--- config.mk ---
export PLATFORM = sky130hd
export DESIGN_NAME = vid_out_timing
export DESIGN_NICKNAME = d
export VERILOG_FILES = /design/src/rtl/vot_pkg.sv /design/src/rtl/vot_ctrl.sv /design/src/rtl/vot_dpath.sv /design/src/rtl/vid_out_timing.sv
export SDC_FILE = /design/constraint.sdc
export NUM_CORES = 1
export LEC_CHECK = 0
export ABC_AREA = 1
export BUFFER_PORTS_ARGS = -buffer_cell sky130_fd_sc_hd__buf_4
export CAP_MARGIN = 20
export CORE_ASPECT_RATIO = 0.5
export CORE_MARGIN = 3
export CORE_UTILIZATION = 45
export CTS_BUF_LIST = sky130_fd_sc_hd__clkbuf_4
export CTS_CLUSTER_DIAMETER = 60
export DETAILED_ROUTE_END_ITERATION = 12
export SYNTH_ARGS = -nofsm -noshare
export SYNTH_HDL_FRONTEND = slang
export SYNTH_SLANG_ARGS = --single-unit
--- constraint.sdc ---
create_clock -name clk -period 3.8 [get_ports clk]
set_input_delay 0.38 -clock clk [delete_from_list [all_inputs] [get_ports clk]]
set_output_delay 0.38 -clock clk [all_outputs]
set_load 0.02 [all_outputs]
--- src/rtl/vot_pkg.sv ---
package vot_pkg;

  localparam logic [7:0] LUMA_BLANK   = 8'h10;
  localparam logic [7:0] CHROMA_BLANK = 8'h80;

  typedef struct packed {
    logic       live;      // counters running with a loaded configuration
    logic       wide;      // wide luma/chroma format for this frame
    logic       active;    // column inside the active window
    logic       even;      // even clock offset from window start
    logic       vblank;    // line inside vertical blanking
    logic       fieldId;   // second field
    logic       savSlot;   // code slot ahead of the window
    logic       eavSlot;   // code slot after the window
    logic [1:0] codeIdx;   // byte index inside the code slot
    logic       csyncLow;  // composite sync asserted
  } vot_strobe_t;

  function automatic logic [7:0] codeWord(logic f, logic v, logic h);
    return {1'b1, f, v, h, v ^ h, f ^ h, f ^ v, f ^ v ^ h};
  endfunction

endpackage

--- src/rtl/vot_ctrl.sv ---
module vot_ctrl
  import vot_pkg::*;
#(
  parameter int ACT_PIX     = 720,
  parameter int LINE_625    = 1728,
  parameter int LINE_525    = 1716,
  parameter int START_625   = 264,
  parameter int START_525   = 244,
  parameter int LINES_625   = 625,
  parameter int LINES_525   = 525,
  parameter int FIELD0_625  = 312,
  parameter int FIELD0_525  = 262,
  parameter int VBLANK_625  = 24,
  parameter int VBLANK_525  = 21,
  parameter int HSYNC_W     = 128,
  parameter int VSYNC_LINES = 3
) (
  input  logic        clk,
  input  logic        rstN,
  input  logic        wideMode,
  input  logic        std625,
  output vot_strobe_t strb
);
  localparam int MAXL     = (LINE_625 > LINE_525) ? LINE_625 : LINE_525;
  localparam int MAXV     = (LINES_625 > LINES_525) ? LINES_625 : LINES_525;
  localparam int HW       = $clog2(MAXL);
  localparam int VW       = $clog2(MAXV);
  localparam int ACT_SPAN = 2 * ACT_PIX;

  logic [HW-1:0] hCnt, lineLast, actStart;
  logic [VW-1:0] vCnt, frameLast, field0, vblLines, lineInField;
  logic [HW:0]   colRel, eavOff, syncEnd;
  logic          cfgWide, cfgStd, primed, inF2, afterStart, syncLine;

  always_comb begin
    lineLast  = cfgStd ? HW'(LINE_625 - 1)  : HW'(LINE_525 - 1);
    actStart  = cfgStd ? HW'(START_625)     : HW'(START_525);
    frameLast = cfgStd ? VW'(LINES_625 - 1) : VW'(LINES_525 - 1);
    field0    = cfgStd ? VW'(FIELD0_625)    : VW'(FIELD0_525);
    vblLines  = cfgStd ? VW'(VBLANK_625)    : VW'(VBLANK_525);

    inF2        = vCnt >= field0;
    lineInField = inF2 ? vCnt - field0 : vCnt;
    syncLine    = lineInField < VW'(VSYNC_LINES);

    colRel     = {1'b0, hCnt} - {1'b0, actStart};
    eavOff     = colRel - (HW+1)'(ACT_SPAN);
    afterStart = hCnt >= actStart;
    syncEnd    = {1'b0, lineLast} + (HW+1)'(1) - (HW+1)'(HSYNC_W);

    strb.live     = primed;
    strb.wide     = cfgWide;
    strb.active   = afterStart && (colRel < (HW+1)'(ACT_SPAN));
    strb.even     = ~colRel[0];
    strb.vblank   = lineInField < vblLines;
    strb.fieldId  = inF2;
    strb.savSlot  = !afterStart && (({1'b0, hCnt} + (HW+1)'(4)) >= {1'b0, actStart});
    strb.eavSlot  = afterStart && (colRel >= (HW+1)'(ACT_SPAN))
                    && (colRel < (HW+1)'(ACT_SPAN + 4));
    strb.codeIdx  = strb.eavSlot ? eavOff[1:0] : colRel[1:0];
    strb.csyncLow = syncLine ? ({1'b0, hCnt} < syncEnd)
                             : ({1'b0, hCnt} < (HW+1)'(HSYNC_W));
  end

  always_ff @(posedge clk or negedge rstN) begin
    if (!rstN) begin
      hCnt    <= '0;
      vCnt    <= '0;
      cfgWide <= 1'b1;
      cfgStd  <= 1'b1;
      primed  <= 1'b0;
    end else if (!primed) begin
      primed  <= 1'b1;
      cfgWide <= wideMode;
      cfgStd  <= std625;
    end else if (hCnt == lineLast) begin
      hCnt <= '0;
      if (vCnt == frameLast) begin
        vCnt    <= '0;
        cfgWide <= wideMode;
        cfgStd  <= std625;
      end else begin
        vCnt <= vCnt + VW'(1);
      end
    end else begin
      hCnt <= hCnt + HW'(1);
    end
  end

endmodule

--- src/rtl/vot_dpath.sv ---
module vot_dpath
  import vot_pkg::*;
(
  input  logic        clk,
  input  logic        rstN,
  input  vot_strobe_t strb,
  input  logic        pixValid,
  input  logic [7:0]  pixY,
  input  logic [7:0]  pixC,
  output logic [7:0]  lumaOut,
  output logic [7:0]  chromaOut,
  output logic        qualOut,
  output logic        hrefOut,
  output logic        vsyncOut,
  output logic        csyncOut
);
  logic [7:0] holdY, holdC, inY, inC, codeByte, blankMux;
  logic       showPix;

  always_comb begin
    showPix  = strb.active && !strb.vblank;
    inY      = pixValid ? pixY : LUMA_BLANK;
    inC      = pixValid ? pixC : CHROMA_BLANK;
    blankMux = strb.even ? CHROMA_BLANK : LUMA_BLANK;
    unique case (strb.codeIdx)
      2'd0:    codeByte = 8'hFF;
      2'd3:    codeByte = codeWord(strb.fieldId, strb.vblank, strb.eavSlot);
      default: codeByte = 8'h00;
    endcase
  end

  always_ff @(posedge clk or negedge rstN) begin
    if (!rstN) begin
      lumaOut   <= LUMA_BLANK;
      chromaOut <= CHROMA_BLANK;
      holdY     <= LUMA_BLANK;
      holdC     <= CHROMA_BLANK;
      qualOut   <= 1'b0;
      hrefOut   <= 1'b0;
      vsyncOut  <= 1'b0;
      csyncOut  <= 1'b1;
    end else if (strb.live) begin
      hrefOut  <= showPix;
      vsyncOut <= strb.vblank;
      csyncOut <= !strb.csyncLow;
      qualOut  <= strb.wide && strb.even;
      if (showPix && strb.even) begin
        holdY <= inY;
        holdC <= inC;
      end
      if (strb.wide) begin
        if (showPix) begin
          lumaOut   <= strb.even ? inY : holdY;
          chromaOut <= strb.even ? inC : holdC;
        end else begin
          lumaOut   <= LUMA_BLANK;
          chromaOut <= CHROMA_BLANK;
        end
      end else begin
        chromaOut <= CHROMA_BLANK;
        if (showPix)                          lumaOut <= strb.even ? inC : holdY;
        else if (strb.savSlot || strb.eavSlot) lumaOut <= codeByte;
        else                                  lumaOut <= blankMux;
      end
    end
  end

endmodule

--- src/rtl/vid_out_timing.sv ---
module vid_out_timing
  import vot_pkg::*;
#(
  parameter int ACT_PIX     = 720,
  parameter int LINE_625    = 1728,
  parameter int LINE_525    = 1716,
  parameter int START_625   = 264,
  parameter int START_525   = 244,
  parameter int LINES_625   = 625,
  parameter int LINES_525   = 525,
  parameter int FIELD0_625  = 312,
  parameter int FIELD0_525  = 262,
  parameter int VBLANK_625  = 24,
  parameter int VBLANK_525  = 21,
  parameter int HSYNC_W     = 128,
  parameter int VSYNC_LINES = 3
) (
  input  logic       clk,
  input  logic       rstN,
  input  logic       wideMode,
  input  logic       std625,
  input  logic       pixValid,
  input  logic [7:0] pixY,
  input  logic [7:0] pixC,
  output logic       pixReady,
  output logic [7:0] lumaOut,
  output logic [7:0] chromaOut,
  output logic       qualOut,
  output logic       hrefOut,
  output logic       vsyncOut,
  output logic       csyncOut
);
  vot_strobe_t strb;

  vot_ctrl #(
    .ACT_PIX(ACT_PIX), .LINE_625(LINE_625), .LINE_525(LINE_525),
    .START_625(START_625), .START_525(START_525),
    .LINES_625(LINES_625), .LINES_525(LINES_525),
    .FIELD0_625(FIELD0_625), .FIELD0_525(FIELD0_525),
    .VBLANK_625(VBLANK_625), .VBLANK_525(VBLANK_525),
    .HSYNC_W(HSYNC_W), .VSYNC_LINES(VSYNC_LINES)
  ) ctrl_i (
    .clk(clk), .rstN(rstN), .wideMode(wideMode), .std625(std625), .strb(strb)
  );

  vot_dpath dpath_i (
    .clk(clk), .rstN(rstN), .strb(strb),
    .pixValid(pixValid), .pixY(pixY), .pixC(pixC),
    .lumaOut(lumaOut), .chromaOut(chromaOut), .qualOut(qualOut),
    .hrefOut(hrefOut), .vsyncOut(vsyncOut), .csyncOut(csyncOut)
  );

  assign pixReady = strb.live && strb.active && !strb.vblank && strb.even;

endmodule

After elaboration in Yosys (flattened, before gate mapping)
Index checks and enable logic that the tools add are counted.
W data, S select, Z words.
Operators by class
  add/sub/neg operators: 8
  multipliers: 0
  div/mod/pow operators: 0
  order comparisons: 10
  eq/ne operators: 5
  shift-type cells: 0
  mux-type cells: 29
  bitwise gates (word level): 5
  reductions and logical operators: 18
Operators by type and width (number)
  $mux W8: 12
  $lt A12 B11 Y1 const B: 2
  $mux W10: 2
  $pmux W8 S2: 1
  $add A11 B1 Y12 const B: 1
  $add A11 B3 Y12 const B: 1
  $ge A12 B11 Y1: 1
  $ge A12 B11 Y1 const B: 1
  $lt A11 B12 Y1: 1
  $sub A11 B9 Y12: 1
  $sub A12 B8 Y12 const B: 1
  $add A11 B1 Y11 const B: 1
  $eq A11 B11 Y1: 1
  $ge A11 B11 Y1: 1
  $lt A11 B8 Y1 const B: 1
  $mux W11: 1
  $add A10 B1 Y10 const B: 1
  $eq A10 B10 Y1: 1
  $ge A10 B10 Y1: 1
  $logic_and A1 B1 Y1: 10
  $lt A10 B10 Y1: 1
  $lt A10 B2 Y1 const B: 1
  $sub A10 B10 Y10: 1
  $mux W9: 1
  other kinds (14): 29
Word-level totals
  flip-flop bits (word level): 60
  latch bits: 0
  bits in writable memories: 0
  ROM bits: 0
  input port bits: 21
  output and inout port bits: 21
  logic and storage cells: 88
  memories kept: 0

Longest topological paths before layout
Gate-level depths: netlist of the first run.
  depth after elaboration: 11
  mapped depth: 25

Cells and area by module
Synthesis of the first run repeated with hierarchy kept, for this count alone.
Unflattened totals
  cells, all modules: 624
  area total of the unflattened synthesis: 4636.9 um^2
Modules (own cells, without submodules)
  vot_ctrl: times used 1, cells an instance 392, area an instance 2702.6 um^2, sequential area each 603.1 um^2
  vot_dpath: times used 1, cells an instance 228, area an instance 1916.8 um^2, sequential area each 907.1 um^2
  vid_out_timing: times used 1, cells an instance 4, area an instance 17.5 um^2, sequential area each 0.0 um^2

Worst setup path before layout of the first run
Ideal clock, no wire load.
  path kind: reg-to-reg
  start point: reg ctrl_i.cfgStd
  end point: reg dpath_i.holdY[7]
  setup time: 128 ps
  arrival time: 3402 ps
  required time: 3672 ps
  slack: 270 ps
  stages on the path, launching flop included: 23
  buffers on the path: 1
  period minus slack after synthesis: 3530 ps
  cell sequence: dfstp_2 inv_1 ha_1 nand2_1 inv_1 nand2_1 nand2_1 nand2_1 nand4_4 inv_2 nand2_1 o21ai_0 ha_1 a21o_1 nand2_1 nand2_1 nor2_2 nand2_4 nand3_4 nor2_4 inv_2 buf_6 o22ai_2
Between the ends
  word-level cells in the longest chain between the ends: 8
  elaborated cells between the ends (all ways): 15
  those cells by class: 2 x add/sub; 4 x order compare; 4 x mux; 5 x reduce/logical
Ends and longest elaborated chain
  start: declaration: line vot_ctrl.sv:33  | logic cfgWide, cfgStd, primed, inF2, afterStart, syncLine;
  start signal: assignment: line vot_ctrl.sv:75  | cfgStd <= std625;
  start signal: assignment: line vot_ctrl.sv:81  | cfgStd <= std625;
  $mux W6: line vot_ctrl.sv:39  | field0 = cfgStd ? VW'(FIELD0_625) : VW'(FIELD0_525);
  $sub A10 B10 Y10 or $ge A10 B10 Y1 (tied branches): line vot_ctrl.sv:43, vot_ctrl.sv:42
  $mux W10: line vot_ctrl.sv:43  | lineInField = inF2 ? vCnt - field0 : vCnt;
  $lt A10 B10 Y1: line vot_ctrl.sv:55  | strb.vblank = lineInField < vblLines;
  $logic_not A1 Y1: line vot_dpath.sv:21  | showPix = strb.active && !strb.vblank;
  $logic_and A1 B1 Y1 *: line vot_dpath.sv:21
  $logic_and A1 B1 Y1 *: line vot_dpath.sv:47  | if (showPix && strb.even) begin
  $reduce_and A2 Y1 (no source line) *
  end signal: assignment: line vot_dpath.sv:48  | holdY <= inY;
  end: declaration: line vot_dpath.sv:17  | logic [7:0] holdY, holdC, inY, inC, codeByte, blankMux;
Mark *: on every way between the ends. The rest lies on a longest branch, timed or not.
A chain may end at the register's enable or synchronous reset.

Worst setup path in the final report of the first run
  start point: reg ctrl_i.cfgStd
  end point: out pixReady
Between the ends
  word-level cells in the longest chain between the ends: 7
  elaborated cells between the ends (all ways): 15
  those cells by class: 2 x add/sub; 4 x order compare; 4 x mux; 5 x reduce/logical
Ends and longest elaborated chain
  $mux W9 or $mux W6 (tied branches): line vot_ctrl.sv:37, vot_ctrl.sv:39
  $sub A11 B9 Y12 (tied with other cells): line vot_ctrl.sv:46  | colRel = {1'b0, hCnt} - {1'b0, actStart};
  $lt A12 B11 Y1 or $mux W10 (tied branches): line vot_ctrl.sv:53, vot_ctrl.sv:43
  $logic_and A1 B1 Y1 or $lt A10 B10 Y1 (tied branches): line vot_ctrl.sv:53, vot_ctrl.sv:55
  $logic_and A1 B1 Y1 or $logic_not A1 Y1 (tied branches): line vid_out_timing.sv:53  | assign pixReady = strb.live && strb.active && !strb.vblank && strb.even;
  $logic_and A1 B1 Y1 * (2 in series): line vid_out_timing.sv:53
  end: declaration: line vid_out_timing.sv:25  | output logic pixReady,
Marks and branches as above.

==> results of run 1 <==
layout make-up:
class	count	area [um2]	area share, %
multi-input combinational	475	2710	50.6
sequential	60	1510	28.2
timing repair buffer	63	497	9.27
inverter	82	314	5.86
tap	130	163	3.04
clock inverter	6	87.6	1.64
clock buffer	10	75.1	1.40
flip-flops by register name, indices dropped and copies added, names as in the netlist:
name               count
ctrl_i.vCnt           10
ctrl_i.hCnt           11
dpath_i.lumaOut        8
dpath_i.holdC          8
ctrl_i.primed          1
dpath_i.hrefOut        1
dpath_i.chromaOut      8
ctrl_i.cfgWide         1
ctrl_i.cfgStd          1
dpath_i.vsyncOut       1
dpath_i.qualOut        1
dpath_i.csyncOut       1
dpath_i.holdY          8
worst max-delay path, delay by kind of cell, from the launching register on:
family / cells / cell delay (ns)
fa+ha+maj: 2 / 0.49
buf+inv: 5 / 0.60
compound gates: 2 / 0.23
flops: 1 / 0.57
simple gates: 12 / 0.96
timing repair:
item                       4_1_cts  5_1_grt
setup endpoints to repair        1       25
buffers inserted                 8        8
resized for setup               13       20
pin swaps                        7       12
worst min path at each step:
stage,to,slack [ns],cells past startpoint
5_1_grt,dpath_i.lumaOut[5]$_DFFE_PN0P_,0.04,1
4_1_cts,dpath_i.lumaOut[6]$_DFFE_PN0P_,0.02,1
2_1_floorplan,ctrl_i.hCnt[0]$_DFFE_PN0P_,0.08,0
3_3_place_gp,dpath_i.csyncOut$_DFFE_PN1P_,0.46,2
6_report,dpath_i.lumaOut[6]$_DFFE_PN0P_,-0.02,1
3_5_place_dp,dpath_i.csyncOut$_DFFE_PN1P_,0.46,2
synth_stat cells, drive strengths merged, types with 4 or more instances:
| master | n |
|---|---|
| o22ai | 6 |
| o21ai | 53 |
| inv | 81 |
| dfrtp | 53 |
| xor2 | 11 |
| clkbuf | 8 |
| nor4 | 4 |
| nand3 | 43 |
| nand2 | 194 |
| nand4 | 10 |
| nor2 | 50 |
| a21oi | 20 |
| a22oi | 7 |
| nor3 | 18 |
| ha | 28 |
| o211ai | 7 |
| dfstp | 7 |
cells by family (layout without fill, tap and decap cells):
group / count (synthesis) / count (layout) / share of synthesized area [%]
xor+xnor: 13 / 13 / 2.56
flops: 60 / 60 / 34.0
compound gates: 105 / 105 / 14.7
fa+ha+maj: 29 / 29 / 8.33
buf+inv: 93 / 161 / 8.08
simple gates: 327 / 327 / 32.3
other cells: 1 / 1 / 0.0843
stage by stage:
stage | setup slack (ns) | utilization [%] | hold slack, ns | power, mW
final | 0.116 | 58.5 | -0.0175 | 2.11
after detailed placement | 0.0517 | 53.6 | 0.465 | 1.52
after CTS | 0.0106 | 56.9 | 0.0163 | 2.09
after floorplan | 0.270 | - | 0.0844 | 1.30
after global routing | -0.0302 | 58.5 | 0.0412 | 2.27
after global placement | 0.179 | 53.6 | 0.460 | 1.52
metal layers:
metal  vias up  GRT usage, %
li1       2187             -
met3        17          5.11
met2       154          31.2
met1      2016          35.3
met4         0          5.35
met5         -             0
power groups by stage:
stage	registers [mW]	clock network (mW)	logic (mW)
3_5_place_dp	0.770	0	0.755
4_1_cts	0.759	0.561	0.772
3_3_place_gp	0.768	0	0.748
2_1_floorplan	0.766	0	0.534
6_report	0.759	0.550	0.797
5_1_grt	0.770	0.593	0.910
==> results.cfg, run 1 <==
[run_status]
status = complete, but fails checks
violations = hold timing

[place]
gp_congestion = 0.854
placed_cells_incl_taps = 794
hpwl_mm = 9.09
io_buffers = 41
dpl-instance-area_mm2 = 0.00491

[worst_setup_path]
rr_startpoint = ctrl_i.cfgStd$_DFFE_PN1P_
cp-endpoint = pixReady
reg2reg_slack_ns = 0.22
cpMostUsedCell = nand2_2
reg2reg_to = dpath_i.holdC[0]$_DFFE_PN0P_
slowest_delay_ns = 0.57
startpoint = ctrl_i.cfgStd$_DFFE_PN1P_
arrival_ns = 3.30
critPathLaunchType = register
criticalPathCategory = register to output pin
cp.required_ns = 3.42
critPathSlowestCell = dfstp_2
reg2reg_depth = 24
crit_chain = clkinvlp_4 > buf_12 > ha_4 > nand2_2 > nand2_2 > inv_1 > nand2_1 > nand2_2 > nand4_4 > inv_4 > nand2_2 > o21ai_4 > ha_4 > a21o_1 > nand2_1 > nand2_2 > nor2_4 > nand2_4 > nand3_4 > nor2_4 > buf_6
endpoint_kind = output pin
worstPathMaxFanout = 4

[routing]
wl_met2_mm = 5.15
drcViolationCount = 0
met3_length_um = 823
wl_mm = 12.5
ant_nets = 0
dr.pass1.iters = 6
wl_met1_mm = 6.38
drt_iter0_drc = 347
highest_layer = met4
viasPerCell = 5.30
vias = 4374
wl_per_cell_um = 15.2

[synth]
synth.distinct_cells = 48
synth_top_area_share_pct = 29.8
ys_seq_area_share_pct = 34.0
synth_edf_count = 0
syn_nets = 678
synth_seq_cells = 60
netlist_area_mm2 = 0.00445
async_flop_share_pct = 100
yosysTopAreaCell = dfrtp_1
synth_cells = 628
ys_top_cells_by_area = dfrtp_1 (30%), nand2_1 (16%), ha_1 (7.9%)
ys_warn_count = 0
synthFlopType = dfrtp_1
synth_area_per_cell_um2 = 7.08

[sta]
maxSlewHeadroom_pct = 46.7
tightestPinTransition_ns = 0.799
fin_crit_ns = 3.68
fin_tns_setup_ns = 0
fin_crit_sh_pct = 97.0
fin_skew_ns = 0.0190
fin_hold_ws_ns = -0.0175
drv_slew = 0
fmax_mhz = 271
final-hold-violation-count = 6
setup_viol = 0

[power_and_ir_drop]
comb_power_share_pct = 37.8
internal_power_mw = 1.27
swShare_pct = 39.7
power_density_mw_per_mm2 = 393
ir_drop_uv = 207
power.share.clock_pct = 26.1
switchingPower_mw = 0.837
pwr-share-seq_pct = 36.1
p_leak_nw = 2.68

[layout]
mostFrequentLayoutCells = nand2_1 (181), inv_1 (72), buf_4 (59), dfrtp_1 (53), nor2_1 (45)
layout.cells.non_filler = 826
area_delta_synth_final_pct = 20.5
diodes = 0
final_area_mm2 = 0.00536
layout-drive-gt1-share_pct = 20.0
layout_commonest_cell = nand2_1
n_fill_cell = 897
final_nets = 741

[global_routing]
overflow = 0
grt_max_degree = 61
grt_pass1_vias = 3958
grt_usage_pct = 22.6
antenna_found_initial = 0
grt_pass1_wl_mm = 20.3

[floorplan]
fp.dieH_um = 76.3
ios = 42
die_w_um = 147
start_util_pct = 48.6
die_area_mm2 = 0.0112
rows = 24
coreArea_mm2 = 0.00916

[cts]
tritoncts = done
cts_max_path_buffers = 2
cts-buffers-inserted = 9
cts.htree.levels = 3
clock_latency_ns = 0.45
cts.clk_slew.worst_paths_ns = 0.13
cts_hold_buf = 0
cts.sinks = 60
root_buffer = clkbuf_4

[hold_path]
holdCritPathClass = primary input to asynchronous set/reset pin

[job]
cap_violations = 0
Power figures use the tool's default switching activity.
==> inputs of run 2 (changes only) <==
Settings changed: BUFFER_PORTS_ARGS -buffer_cell sky130_fd_sc_hd__buf_4 to -buffer_cell sky130_fd_sc_hd__buf_2, SYNTH_HIERARCHICAL set to 1.
==> results.cfg, run 2 <==
[layout]
n_fill_cell = 970
multi_input_area_mm2 = 0.00281
max_flop_register = ctrl_i/hCnt
layout.cells.non_filler = 825
largestRegisters = ctrl_i/hCnt (11), ctrl_i/vCnt (10)
area_delta_synth_final_pct = 16.7
layout-drive-gt1-share_pct = 23.2
layout_commonest_cell = nand2_1
diodes = 0
largest_reg_flops = 11
final_nets = 739
ff_latch_area_mm2 = 0.00151
mostFrequentLayoutCells = nand2_1 (141), inv_1 (75), dfrtp_1 (53), o21ai_0 (46)
final_area_mm2 = 0.00541

[cts]
cts-buffers-inserted = 9
clock_latency_ns = 0.43
cts.sinks = 60
cts.clk_slew.worst_paths_ns = 0.13
tritoncts = done
cts_hold_buf = 0
cts.htree.levels = 3
cts_max_path_buffers = 2
root_buffer = clkbuf_4

[sta]
setup_viol = 0
final-hold-violation-count = 0
fmax_mhz = 269
fin_ws_ns = 0.0803
fin_hold_ws_ns = 0.0316
fin_skew_ns = 0.0317
maxSlewHeadroom_pct = 48.1
fin_crit_sh_pct = 97.9
tightestPinTransition_ns = 0.778
rsz0062_at_grt = yes
fin_crit_ns = 3.72
drv_slew = 0

[routing]
drt_iter0_drc = 346
drcViolationCount = 0
viasPerCell = 5.29
wl_mm = 12.5
ant_nets = 0
dr.pass1.iters = 5
wl_per_cell_um = 15.1
vias = 4365

[synth]
synth_edf_count = 0
ys_warn_count = 6
synth.distinct_cells = 48
synth_top_area_share_pct = 28.6
ys_top_cells_by_area = dfrtp_1 (29%), nand2_1 (12%), ha_1 (8.4%)
synthFlopType = dfrtp_1
synth_seq_cells = 60
synthTopCellsByCount = nand2_1 (149), inv_1 (79), dfrtp_1 (53)
yosysTopAreaCell = dfrtp_1
synth_area_per_cell_um2 = 7.43
synthMostInstantiatedCell = nand2_1
syn_nets = 677
synth_cells = 624
ys_seq_area_share_pct = 32.6
netlist_area_mm2 = 0.00464
async_flop_share_pct = 100

[power_and_ir_drop]
internal_power_mw = 1.19
p_leak_nw = 2.79
swShare_pct = 37.6
comb_power_share_pct = 33.7
pwr-share-seq_pct = 39.3
ir_drop_uv = 143
switchingPower_mw = 0.715
power_density_mw_per_mm2 = 351
power.share.clock_pct = 27.0

[job]
cap_violations = 0

[worst_setup_path]
crit_chain = clkinvlp_4 > ha_4 > nand2_8 > clkinv_4 > nand2_2 > nand2_2 > nand2_2 > nand4_4 > nand2_2 > o21ai_2 > ha_1 > nand2_1 > inv_1 > nand2_1 > nand2_1 > a21oi_2 > buf_6 > inv_2 > nand2_2 > nor2_2 > buf_6
rr_startpoint = ctrl_i/cfgStd$_DFFE_PN1P_
arrival_ns = 3.34
reg2reg_to = dpath_i/lumaOut[6]$_DFFE_PN0P_
critPathLaunchType = register
cp.required_ns = 3.42
endpoint_kind = output pin
criticalPathCategory = register to output pin
cpMostUsedCell = nand2_2
slowest_delay_ns = 0.58
worstPathMaxFanout = 6
reg2reg_depth = 24
reg2reg_slack_ns = 0.15
critPathSlowestCell = dfstp_2

[floorplan]
rows = 25
fp.dieH_um = 77.8
die_area_mm2 = 0.0116
start_util_pct = 47.7
coreArea_mm2 = 0.00973
die_w_um = 150
ios = 42

[global_routing]
antenna_found_initial = 0
grt_usage_pct = 21.9
grt_max_degree = 36
grt_pass1_wl_mm = 20.3
overflow = 0
grt_pass1_vias = 4086

[hold_path]
holdCritPathClass = primary input to asynchronous set/reset pin

[place]
io_buffers = 41
dpl-instance-area_mm2 = 0.00493
place_ws_ns = 0.0716
gp_congestion = 0.943
placed_cells_incl_taps = 788
hpwl_mm = 9.04

[run_status]
status = complete, no violations
run 2: layer usage:
layer  wire, um  global-route usage (%)  up-vias  share of wire (%)
met5          0                       0        -                  0
met3        887                    4.90       10                7.1
met2       5410                    33.6      153                 43
met1       6110                    31.9     2011                 49
li1           -                       -     2191                  -
met4         57                    4.02        0               0.46
run 2: logic make-up after synthesis:
group / count (synthesis) / share of synthesized area (%)
and+or+nand+nor: 295 / 30.8
AOI/OAI and AO/OA: 114 / 14.4
buffers and inverters: 106 / 10.3
DFF: 60 / 32.6
adders and majority gates: 32 / 8.80
xor gates and xnor gates: 15 / 2.83
other: 1 / 0.0809
muxes: 1 / 0.243
run 2: critical path, delay by kind of cell, from the launching register on:
kind | cells | cell delay, ns
and+or+nand+nor | 11 | 0.81
adders and majority gates | 2 | 0.64
buffers and inverters | 6 | 0.61
DFF | 1 | 0.58
AOI/OAI and AO/OA | 2 | 0.24
run 2: worst max path at each step:
stage | from | to | slack [ns]
finish | ctrl_i/cfgStd$_DFFE_PN1P_ | pixReady | 0.08
global route | ctrl_i/cfgStd$_DFFE_PN1P_ | pixReady | -0.12
CTS | ctrl_i/cfgStd$_DFFE_PN1P_ | pixReady | 0.008
detailed placement | ctrl_i/cfgStd$_DFFE_PN1P_ | dpath_i/holdY[4]$_DFFE_PN1P_ | 0.07
global placement | ctrl_i/cfgStd$_DFFE_PN1P_ | dpath_i/holdY[4]$_DFFE_PN1P_ | 0.18
floorplan | ctrl_i/cfgStd$_DFFE_PN1P_ | dpath_i/lumaOut[7]$_DFFE_PN0P_ | 0.14
run 2: layout make-up:
type	count	area share (%)
Timing Repair Buffer	70	8.07
Tap cell	135	3.12
Clock buffer	9	1.25
Inverter	86	6.34
Sequential cell	60	27.9
Clock inverter	6	1.48
Multi-Input combinational cell	459	51.8
run 2: timing repair:
| item | 4_1_cts | 5_1_grt |
|---|---|---|
| endpoints found under the setup margin | 2 | 22 |
| resized for setup | 19 | 23 |
| buffers inserted | 11 | 10 |
| pin swaps | 5 | 20 |
| cloned | 0 | 1 |
run 2: power groups by stage:
| stage | clock (mW) | sequential [mW] | combinational, mW |
|---|---|---|---|
| after floorplan | 0 | 0.742 | 0.453 |
| after global placement | 0 | 0.760 | 0.582 |
| after detailed placement | 0 | 0.758 | 0.592 |
| after CTS | 0.531 | 0.746 | 0.615 |
| after global routing | 0.560 | 0.756 | 0.738 |
| final | 0.513 | 0.746 | 0.640 |
run 2: metrics by stage:
| stage | TNS [ns] | utilization [%] | total power, mW |
|---|---|---|---|
| 4_1_cts | 0 | 54.0 | 1.89 |
| 2_1_floorplan | 0 | - | 1.19 |
| 3_3_place_gp | 0 | 50.6 | 1.34 |
| 3_5_place_dp | 0 | 50.6 | 1.35 |
| 6_report | 0 | 55.6 | 1.90 |
| 5_1_grt | -0.452 | 55.6 | 2.05 |
